### config.mk
export PLATFORM = sky130hd
export DESIGN_NAME = brk_uart_rx
export DESIGN_NICKNAME = d
export VERILOG_FILES = /design/src/rtl/srx_pkg.sv /design/src/rtl/srx_line_sync.sv /design/src/rtl/srx_bit_sampler.sv /design/src/rtl/srx_frame_fsm.sv /design/src/rtl/srx_result_reg.sv /design/src/rtl/brk_uart_rx.sv
export SDC_FILE = /design/constraint.sdc
export NUM_CORES = 1
export LEC_CHECK = 0
export BUFFER_PORTS_ARGS = -buffer_cell sky130_fd_sc_hd__buf_2
export CAP_MARGIN = 20
export CELL_PAD_IN_SITES_DETAIL_PLACEMENT = 2
export CELL_PAD_IN_SITES_GLOBAL_PLACEMENT = 2
export CORE_ASPECT_RATIO = 0.7
export CORE_MARGIN = 2
export CORE_UTILIZATION = 35
export CTS_CLUSTER_DIAMETER = 120
export DETAILED_ROUTE_END_ITERATION = 12
export GPL_TIMING_DRIVEN = 0
export PLACE_DENSITY_LB_ADDON = 0.1
export SYNTH_ARGS = -nofsm -noshare
export SYNTH_HDL_FRONTEND = slang
export SYNTH_SLANG_ARGS = --single-unit
export TNS_END_PERCENT = 5
### constraint.sdc
create_clock -name clk -period 1.6 [get_ports clk]
set_input_delay 0.08 -clock clk [delete_from_list [all_inputs] [get_ports clk]]
set_output_delay 0.08 -clock clk [all_outputs]
set_load 0.005 [all_outputs]
### src/rtl/srx_pkg.sv
package srx_pkg;

    typedef enum logic [2:0] {
        ST_IDLE  = 3'd0,
        ST_START = 3'd1,
        ST_DATA  = 3'd2,
        ST_STOP  = 3'd3,
        ST_HOLD  = 3'd4
    } srx_state_e;

endpackage

### src/rtl/srx_line_sync.sv
module srx_line_sync #(
    parameter int STAGES = 2
) (
    input  logic clk,
    input  logic rst_n,
    input  logic rxd_i,
    output logic line_o,
    output logic fall_o
);

    logic [STAGES-1:0] chain_q;
    logic              prev_q;

    // Reset to low so that a line already low at reset never looks like an edge.
    always_ff @(posedge clk or negedge rst_n) begin
        if (!rst_n) begin
            chain_q <= '0;
            prev_q  <= 1'b0;
        end else begin
            chain_q[0] <= rxd_i;
            for (int i = 1; i < STAGES; i++) begin
                chain_q[i] <= chain_q[i-1];
            end
            prev_q <= chain_q[STAGES-1];
        end
    end

    assign line_o = chain_q[STAGES-1];
    assign fall_o = prev_q & ~chain_q[STAGES-1];


    line_high_before_fall_chk: assert property (@(posedge clk) disable iff (!rst_n)
        (line_o && !rxd_i && !chain_q[0] && STAGES == 2) |=> fall_o);

endmodule

### src/rtl/srx_bit_sampler.sv
module srx_bit_sampler #(
    parameter int OVS = 16
) (
    input  logic clk,
    input  logic rst_n,
    input  logic run_i,
    input  logic tick_i,
    input  logic line_i,
    output logic slot_end_o,
    output logic bit_o
);

    localparam int CW  = $clog2(OVS);
    localparam int MID = OVS / 2;

    logic [CW-1:0] cnt_q;
    logic [1:0]    votes_q;
    logic          last;
    logic          in_win;

    assign last   = (cnt_q == CW'(OVS - 1));
    assign in_win = (cnt_q == CW'(MID - 1)) || (cnt_q == CW'(MID)) ||
                    (cnt_q == CW'(MID + 1));

    always_ff @(posedge clk or negedge rst_n) begin
        if (!rst_n) begin
            cnt_q   <= '0;
            votes_q <= '0;
        end else if (!run_i) begin
            cnt_q   <= '0;
            votes_q <= '0;
        end else if (tick_i) begin
            if (last) begin
                cnt_q   <= '0;
                votes_q <= '0;
            end else begin
                cnt_q <= cnt_q + 1'b1;
                if (in_win && line_i) begin
                    votes_q <= votes_q + 1'b1;
                end
            end
        end
    end

    assign slot_end_o = run_i & tick_i & last;
    assign bit_o      = votes_q[1];


    votes_hold_chk: assert property (@(posedge clk) disable iff (!rst_n)
        (run_i && !tick_i) |=> $stable(votes_q));


    slot_restart_chk: assert property (@(posedge clk) disable iff (!rst_n)
        slot_end_o |=> (votes_q == 2'd0));

endmodule

### src/rtl/srx_frame_fsm.sv
module srx_frame_fsm
    import srx_pkg::*;
#(
    parameter int DW = 8
) (
    input  logic          clk,
    input  logic          rst_n,
    input  logic          line_i,
    input  logic          fall_i,
    input  logic          slot_end_i,
    input  logic          bit_i,
    output logic          run_o,
    output logic          done_o,
    output logic          ferr_o,
    output logic [DW-1:0] data_o
);

    localparam int BW = (DW > 1) ? $clog2(DW) : 1;

    srx_state_e    state_q, state_d;
    logic [BW-1:0] idx_q;
    logic [DW-1:0] shreg_q;
    logic          last_data;

    assign last_data = (idx_q == BW'(DW - 1));

    // State register
    always_ff @(posedge clk or negedge rst_n) begin
        if (!rst_n) begin
            state_q <= ST_IDLE;
        end else begin
            state_q <= state_d;
        end
    end

    // Transitions
    always_comb begin
        state_d = state_q;
        unique case (state_q)
            ST_IDLE: begin
                if (fall_i) state_d = ST_START;
            end
            ST_START: begin
                if (slot_end_i) state_d = bit_i ? ST_IDLE : ST_DATA;
            end
            ST_DATA: begin
                if (slot_end_i && last_data) state_d = ST_STOP;
            end
            ST_STOP: begin
                if (slot_end_i) begin
                    if (bit_i || line_i) state_d = ST_IDLE;
                    else                 state_d = ST_HOLD;
                end
            end
            ST_HOLD: begin
                if (line_i) state_d = ST_IDLE;
            end
            default: state_d = ST_IDLE;
        endcase
    end

    // Outputs
    always_comb begin
        run_o  = 1'b0;
        done_o = 1'b0;
        ferr_o = 1'b0;
        unique case (state_q)
            ST_START, ST_DATA: run_o = 1'b1;
            ST_STOP: begin
                run_o  = 1'b1;
                done_o = slot_end_i;
                ferr_o = slot_end_i & ~bit_i;
            end
            default: ;
        endcase
    end

    // Data path: bit index and shift register, least significant bit first
    always_ff @(posedge clk or negedge rst_n) begin
        if (!rst_n) begin
            idx_q   <= '0;
            shreg_q <= '0;
        end else if (slot_end_i) begin
            if (state_q == ST_START) begin
                idx_q <= '0;
            end else if (state_q == ST_DATA) begin
                idx_q   <= idx_q + 1'b1;
                shreg_q <= {bit_i, shreg_q[DW-1:1]};
            end
        end
    end

    assign data_o = shreg_q;


    idle_needs_edge_chk: assert property (@(posedge clk) disable iff (!rst_n)
        (state_q == ST_IDLE && !fall_i) |=> (state_q == ST_IDLE));


    glitch_reject_chk: assert property (@(posedge clk) disable iff (!rst_n)
        (state_q == ST_START && slot_end_i && bit_i) |=> (state_q == ST_IDLE));


    break_park_chk: assert property (@(posedge clk) disable iff (!rst_n)
        (done_o && !bit_i && !line_i) |=> (state_q == ST_HOLD));


    hold_stays_chk: assert property (@(posedge clk) disable iff (!rst_n)
        (state_q == ST_HOLD && !line_i) |=> (state_q == ST_HOLD));


    ferr_only_on_done_chk: assert property (@(posedge clk) disable iff (!rst_n)
        ferr_o |-> done_o);

endmodule

### src/rtl/srx_result_reg.sv
module srx_result_reg #(
    parameter int DW = 8
) (
    input  logic          clk,
    input  logic          rst_n,
    input  logic          done_i,
    input  logic          ferr_i,
    input  logic [DW-1:0] data_i,
    input  logic          rd_i,
    input  logic          clr_i,
    output logic [DW-1:0] data_o,
    output logic          req_o,
    output logic          ferr_o,
    output logic          ovr_o,
    output logic          irq_o
);

    logic [DW-1:0] data_q;
    logic          req_q;
    logic          ferr_q;
    logic          ovr_q;
    logic          irq_q;
    logic          lost;

    // A read in the completion clock consumes the old character.
    assign lost = done_i & req_q & ~rd_i;

    always_ff @(posedge clk or negedge rst_n) begin
        if (!rst_n) begin
            data_q <= '0;
            req_q  <= 1'b0;
            ferr_q <= 1'b0;
            ovr_q  <= 1'b0;
            irq_q  <= 1'b0;
        end else begin
            if (done_i) data_q <= data_i;

            if (done_i)    req_q <= 1'b1;
            else if (rd_i) req_q <= 1'b0;

            if (done_i && ferr_i) ferr_q <= 1'b1;
            else if (clr_i)       ferr_q <= 1'b0;

            if (lost)       ovr_q <= 1'b1;
            else if (clr_i) ovr_q <= 1'b0;

            irq_q <= lost;
        end
    end

    assign data_o = data_q;
    assign req_o  = req_q;
    assign ferr_o = ferr_q;
    assign ovr_o  = ovr_q;
    assign irq_o  = irq_q;


    req_on_done_chk: assert property (@(posedge clk) disable iff (!rst_n)
        done_i |=> req_q);


    read_clears_chk: assert property (@(posedge clk) disable iff (!rst_n)
        (rd_i && !done_i) |=> !req_q);


    ferr_set_chk: assert property (@(posedge clk) disable iff (!rst_n)
        (done_i && ferr_i) |=> ferr_q);


    overrun_set_chk: assert property (@(posedge clk) disable iff (!rst_n)
        (done_i && req_q && !rd_i) |=> (ovr_q && irq_q));


    irq_single_chk: assert property (@(posedge clk) disable iff (!rst_n)
        irq_q |=> !irq_q);


    same_cycle_read_chk: assert property (@(posedge clk) disable iff (!rst_n)
        (done_i && rd_i) |=> (req_q && !irq_q));


    ovr_sticky_chk: assert property (@(posedge clk) disable iff (!rst_n)
        (ovr_q && !clr_i) |=> ovr_q);


    ferr_sticky_chk: assert property (@(posedge clk) disable iff (!rst_n)
        (ferr_q && !clr_i) |=> ferr_q);

endmodule

### src/rtl/brk_uart_rx.sv
module brk_uart_rx #(
    parameter int DATA_W      = 8,
    parameter int OVS         = 16,
    parameter int SYNC_STAGES = 2
) (
    input  logic              clk,
    input  logic              rst_n,
    input  logic              rxd_i,
    input  logic              tick_i,
    input  logic              rd_i,
    input  logic              err_clr_i,
    output logic [DATA_W-1:0] data_o,
    output logic              rx_req_o,
    output logic              frame_err_o,
    output logic              ovr_err_o,
    output logic              err_irq_o
);

    logic              line;
    logic              fall;
    logic              run;
    logic              slot_end;
    logic              bit_val;
    logic              done;
    logic              ferr;
    logic [DATA_W-1:0] shdata;

    srx_line_sync #(.STAGES(SYNC_STAGES)) u_sync (
        .clk    (clk),
        .rst_n  (rst_n),
        .rxd_i  (rxd_i),
        .line_o (line),
        .fall_o (fall)
    );

    srx_bit_sampler #(.OVS(OVS)) u_sampler (
        .clk        (clk),
        .rst_n      (rst_n),
        .run_i      (run),
        .tick_i     (tick_i),
        .line_i     (line),
        .slot_end_o (slot_end),
        .bit_o      (bit_val)
    );

    srx_frame_fsm #(.DW(DATA_W)) u_fsm (
        .clk        (clk),
        .rst_n      (rst_n),
        .line_i     (line),
        .fall_i     (fall),
        .slot_end_i (slot_end),
        .bit_i      (bit_val),
        .run_o      (run),
        .done_o     (done),
        .ferr_o     (ferr),
        .data_o     (shdata)
    );

    srx_result_reg #(.DW(DATA_W)) u_result (
        .clk    (clk),
        .rst_n  (rst_n),
        .done_i (done),
        .ferr_i (ferr),
        .data_i (shdata),
        .rd_i   (rd_i),
        .clr_i  (err_clr_i),
        .data_o (data_o),
        .req_o  (rx_req_o),
        .ferr_o (frame_err_o),
        .ovr_o  (ovr_err_o),
        .irq_o  (err_irq_o)
    );

endmodule

==> flow_summary.json <==
{
  "outcome": "finished, violations left",
  "violations": "setup timing",
  "synth_area_leaders": "dfrtp_1, mux2_2, mux2_4, ha_1, nand2_1",
  "ys_warn_count": 0,
  "place_ws_ps": -322,
  "cp_slowest_cell": "dfrtp_1",
  "fin_crit_sh_pct": 105,
  "power.share.clock_pct": 28.9,
  "max_freq_mhz": 596,
  "seq_power_share_pct": 48.1,
  "cts_tree": "yes",
  "p_leak_nw": 0.959,
  "routed_wl_um": 3810,
  "crit_required_ps": 1770,
  "critical_path.top_delay_family": "flip-flops",
  "p_sw_share_pct": 32.6,
  "ioPinCount": 18,
  "start_util_pct": 36.4,
  "syn-instance-count": 129,
  "gp_congestion": 0.685,
  "pwr-share-comb_pct": 23.0,
  "ys_ff_latch": 35,
  "yosys.area.top_type": "dfrtp_1",
  "skew_ps": 6.51,
  "firstDrtPassIters": 4,
  "via_per_inst": 5.05,
  "synth.distinct_cells": 32,
  "p_int_mw": 1.54,
  "numCtsBuffers": 5,
  "critPathLaunch": "u_sampler.cnt_q[0]",
  "die_h_um": 60.1,
  "path_max_fanout": 8,
  "powerDensity_nw_per_um2": 1170,
  "grt_remaining_overflow": 0,
  "path_class": "flop to flop",
  "drive_gt1_share_pct": 34.4,
  "io_buffers": 16,
  "hold_path_class": "input pin to flop",
  "dieArea_um2": 5060,
  "tns_ps": -811,
  "finalMaxSlewViolations": 0,
  "dp_hpwl_um": 2530,
  "antenna_found_initial": 0,
  "synth_area_um2": 1580,
  "arrival_ps": 1850,
  "worstSkewPairLatency_ps": 290,
  "drt_iter0_drc": 67,
  "grt.total_usage_pct": 17.0,
  "r2r-start": "u_sampler.cnt_q[0]",
  "vdd_drop_max_mv": 0.442,
  "syn_to_final_growth_pct": 24.1,
  "rr_worst_depth": 7,
  "grt_pass1_vias": 1210,
  "rows": 20,
  "holdPathStages": 3,
  "ant_nets": 0,
  "timing.final.ws_setup_ps": -77.6,
  "grt_pass1_wl_um": 6490,
  "die_w_um": 84.2,
  "synth-async-reset-ratio_pct": 100,
  "power.switching_uw": 747,
  "slowest_delay_ps": 410,
  "crit_buf_inv": 2,
  "core_um2": 4330,
  "wl_per_cell_um": 17.7,
  "rsz0062_at_grt": "true",
  "crit_path_cell_trace": "ha_4 -> and4_1 -> buf_6 -> nand3_4 -> nor2_4 -> buf_12 -> mux2_4",
  "startpoint_type": "flop",
  "end_kind": "flop",
  "maxCapViolCount": 0,
  "setup_viol": 14,
  "yosysSeqAreaShare_pct": 55.6,
  "diodes": 0,
  "syn_nets": 140,
  "fill_cells": 464,
  "critical_path_depth": 7,
  "clk_path_buf_depth": 2,
  "hp-start": "rd_i",
  "ys.flop_type": "dfrtp_1",
  "worst_slew_pin_slew_ps": 789,
  "cts_root_buf": "clkbuf_8",
  "htree_levels": 2,
  "hold_viol_final": 0,
  "drc_errors": 0,
  "vias": 1085,
  "yosysTopAreaCellShare_pct": 55.6,
  "clk_pin_slew_ps": 70,
  "nNetsFinal": 171,
  "clock_sinks": 35,
  "synth-edff-count": 0,
  "avgSynthCellArea_um2": 12.2,
  "relSlewSlack_pct": 47.4,
  "grt_start_max_net_pins": 36,
  "layout_min_cycle_time_ps": 1680
}
## through the flow
stage	instance area (µm²)	hold slack, ps	std cells	utilization, %	power [mW]
floorplan	1580	-216	129	-	1.38
global placement	1720	191	200	39.8	1.49
detailed placement	1720	190	200	39.8	1.54
CTS	1910	82.8	213	44.1	2.30
global route	1950	96.6	215	45.1	2.44
finish	1950	89.1	215	45.1	2.29
## worst reg2reg max path, stage by stage (launching register included)
cell     delay [ps]
dfrtp_1         410
ha_4            170
and4_1          180
buf_6           130
nand3_4          90
nor2_4          120
buf_12          150
mux2_4          310
## layer usage
metal / track usage, % / wire [µm]
met5: 0 / 0
met4: 6.22 / 46
met3: 4.56 / 97
met2: 26.2 / 1770
met1: 23.4 / 1900
## final cells by class
cell class              instances  area [µm²]  share of cell area (%)
clock buffers                   6        82.6                    4.23
well taps                      55        68.8                    3.52
plain buffers                   5        37.5                    1.92
flip-flops and latches         35         876                    44.8
multi-input cells              83         702                    35.9
clock inverters                 1        5.00                   0.256
inverters                       6        22.5                    1.15
repair buffers                 24         160                    8.19
## cell usage after synthesis (3+ instances only)
cell      instances
nand3_1           4
nor2_1            7
mux2_2           13
nand2b_1          3
a21oi_1           7
mux2_4            5
o21ai_0           5
inv_1             6
ha_1              5
o22ai_1           3
dfrtp_1          35
nand2_1          12
## path summary, 6_finish.rpt
path                                            to  slack [ps]
worst max-delay path               u_fsm.data_o[1]         -80
max in group asynchronous           u_fsm.idx_q[1]         680
worst min-delay path                u_result.irq_o          90
worst max register to register     u_fsm.data_o[1]         -80
worst min register to register   u_sync.chain_q[1]         350
min in group asynchronous       u_sampler.cnt_q[1]         410
## registers in the layout, summed over array words and instances, names as in the netlist
signal             cells
u_fsm.idx_q            3
u_fsm.data_o           8
u_result.data_o        8
u_result.irq_o         1
u_sync.chain_q         2
u_fsm.state_q          3
u_sampler.votes_q      2
u_sampler.cnt_q        4
u_result.req_o         1
u_result.ovr_o         1
u_result.ferr_o        1
u_sync.prev_q          1
## power by group through the flow
stage / Clock, mW / Sequential (mW) / Combinational [mW]
6_report: 0.661 / 1.10 / 0.526
5_1_grt: 0.723 / 1.12 / 0.596
4_1_cts: 0.683 / 1.10 / 0.517
3_5_place_dp: 0 / 1.11 / 0.430
3_3_place_gp: 0 / 1.10 / 0.390
2_1_floorplan: 0 / 1.07 / 0.309
## kinds of logic (layout without fill, tap and decap cells)
logic type | count (synthesis) | count (layout) | share of synthesized area (%)
mux | 19 | 19 | 14.7
xor+xnor | 1 | 1 | 0.556
compound gates | 20 | 20 | 7.63
simple gates | 38 | 38 | 14.0
buf+inv | 11 | 42 | 3.57
fa+ha+maj | 5 | 5 | 3.97
flops | 35 | 35 | 55.6
## timing repair
| item | 4_1_cts | 5_1_grt |
|---|---|---|
| endpoints found under the hold margin | 37 | 0 |
| gates resized for setup | 7 | 8 |
| endpoints found under the setup margin | 28 | 23 |
| setup buffers | 3 | 2 |
| pin swaps | 2 | 3 |
| hold buffers | 3 | 0 |
## layout by cell type (no fill, tap or decap), types with 2 or more instances in the layout
cell type | Yosys | routed
mux2_2 | 13 | 5
dfrtp_1 | 35 | 35
ha_1 | 5 | 4
buf_2 | 0 | 16
o21ai_0 | 5 | 4
nor2b_1 | 2 | 2
and4_1 | 2 | 2
and3_1 | 2 | 2
clkbuf_8 | 0 | 6
dlygate4sd3_1 | 0 | 3
inv_1 | 6 | 6
nor2_1 | 7 | 6
nand3_1 | 4 | 4
buf_4 | 2 | 5
nand2b_1 | 3 | 3
buf_6 | 1 | 2
mux2_4 | 5 | 13
o22ai_1 | 3 | 2
nand2_1 | 12 | 12
a21oi_1 | 7 | 7
No activity file was read; power rests on OpenSTA's default activity.
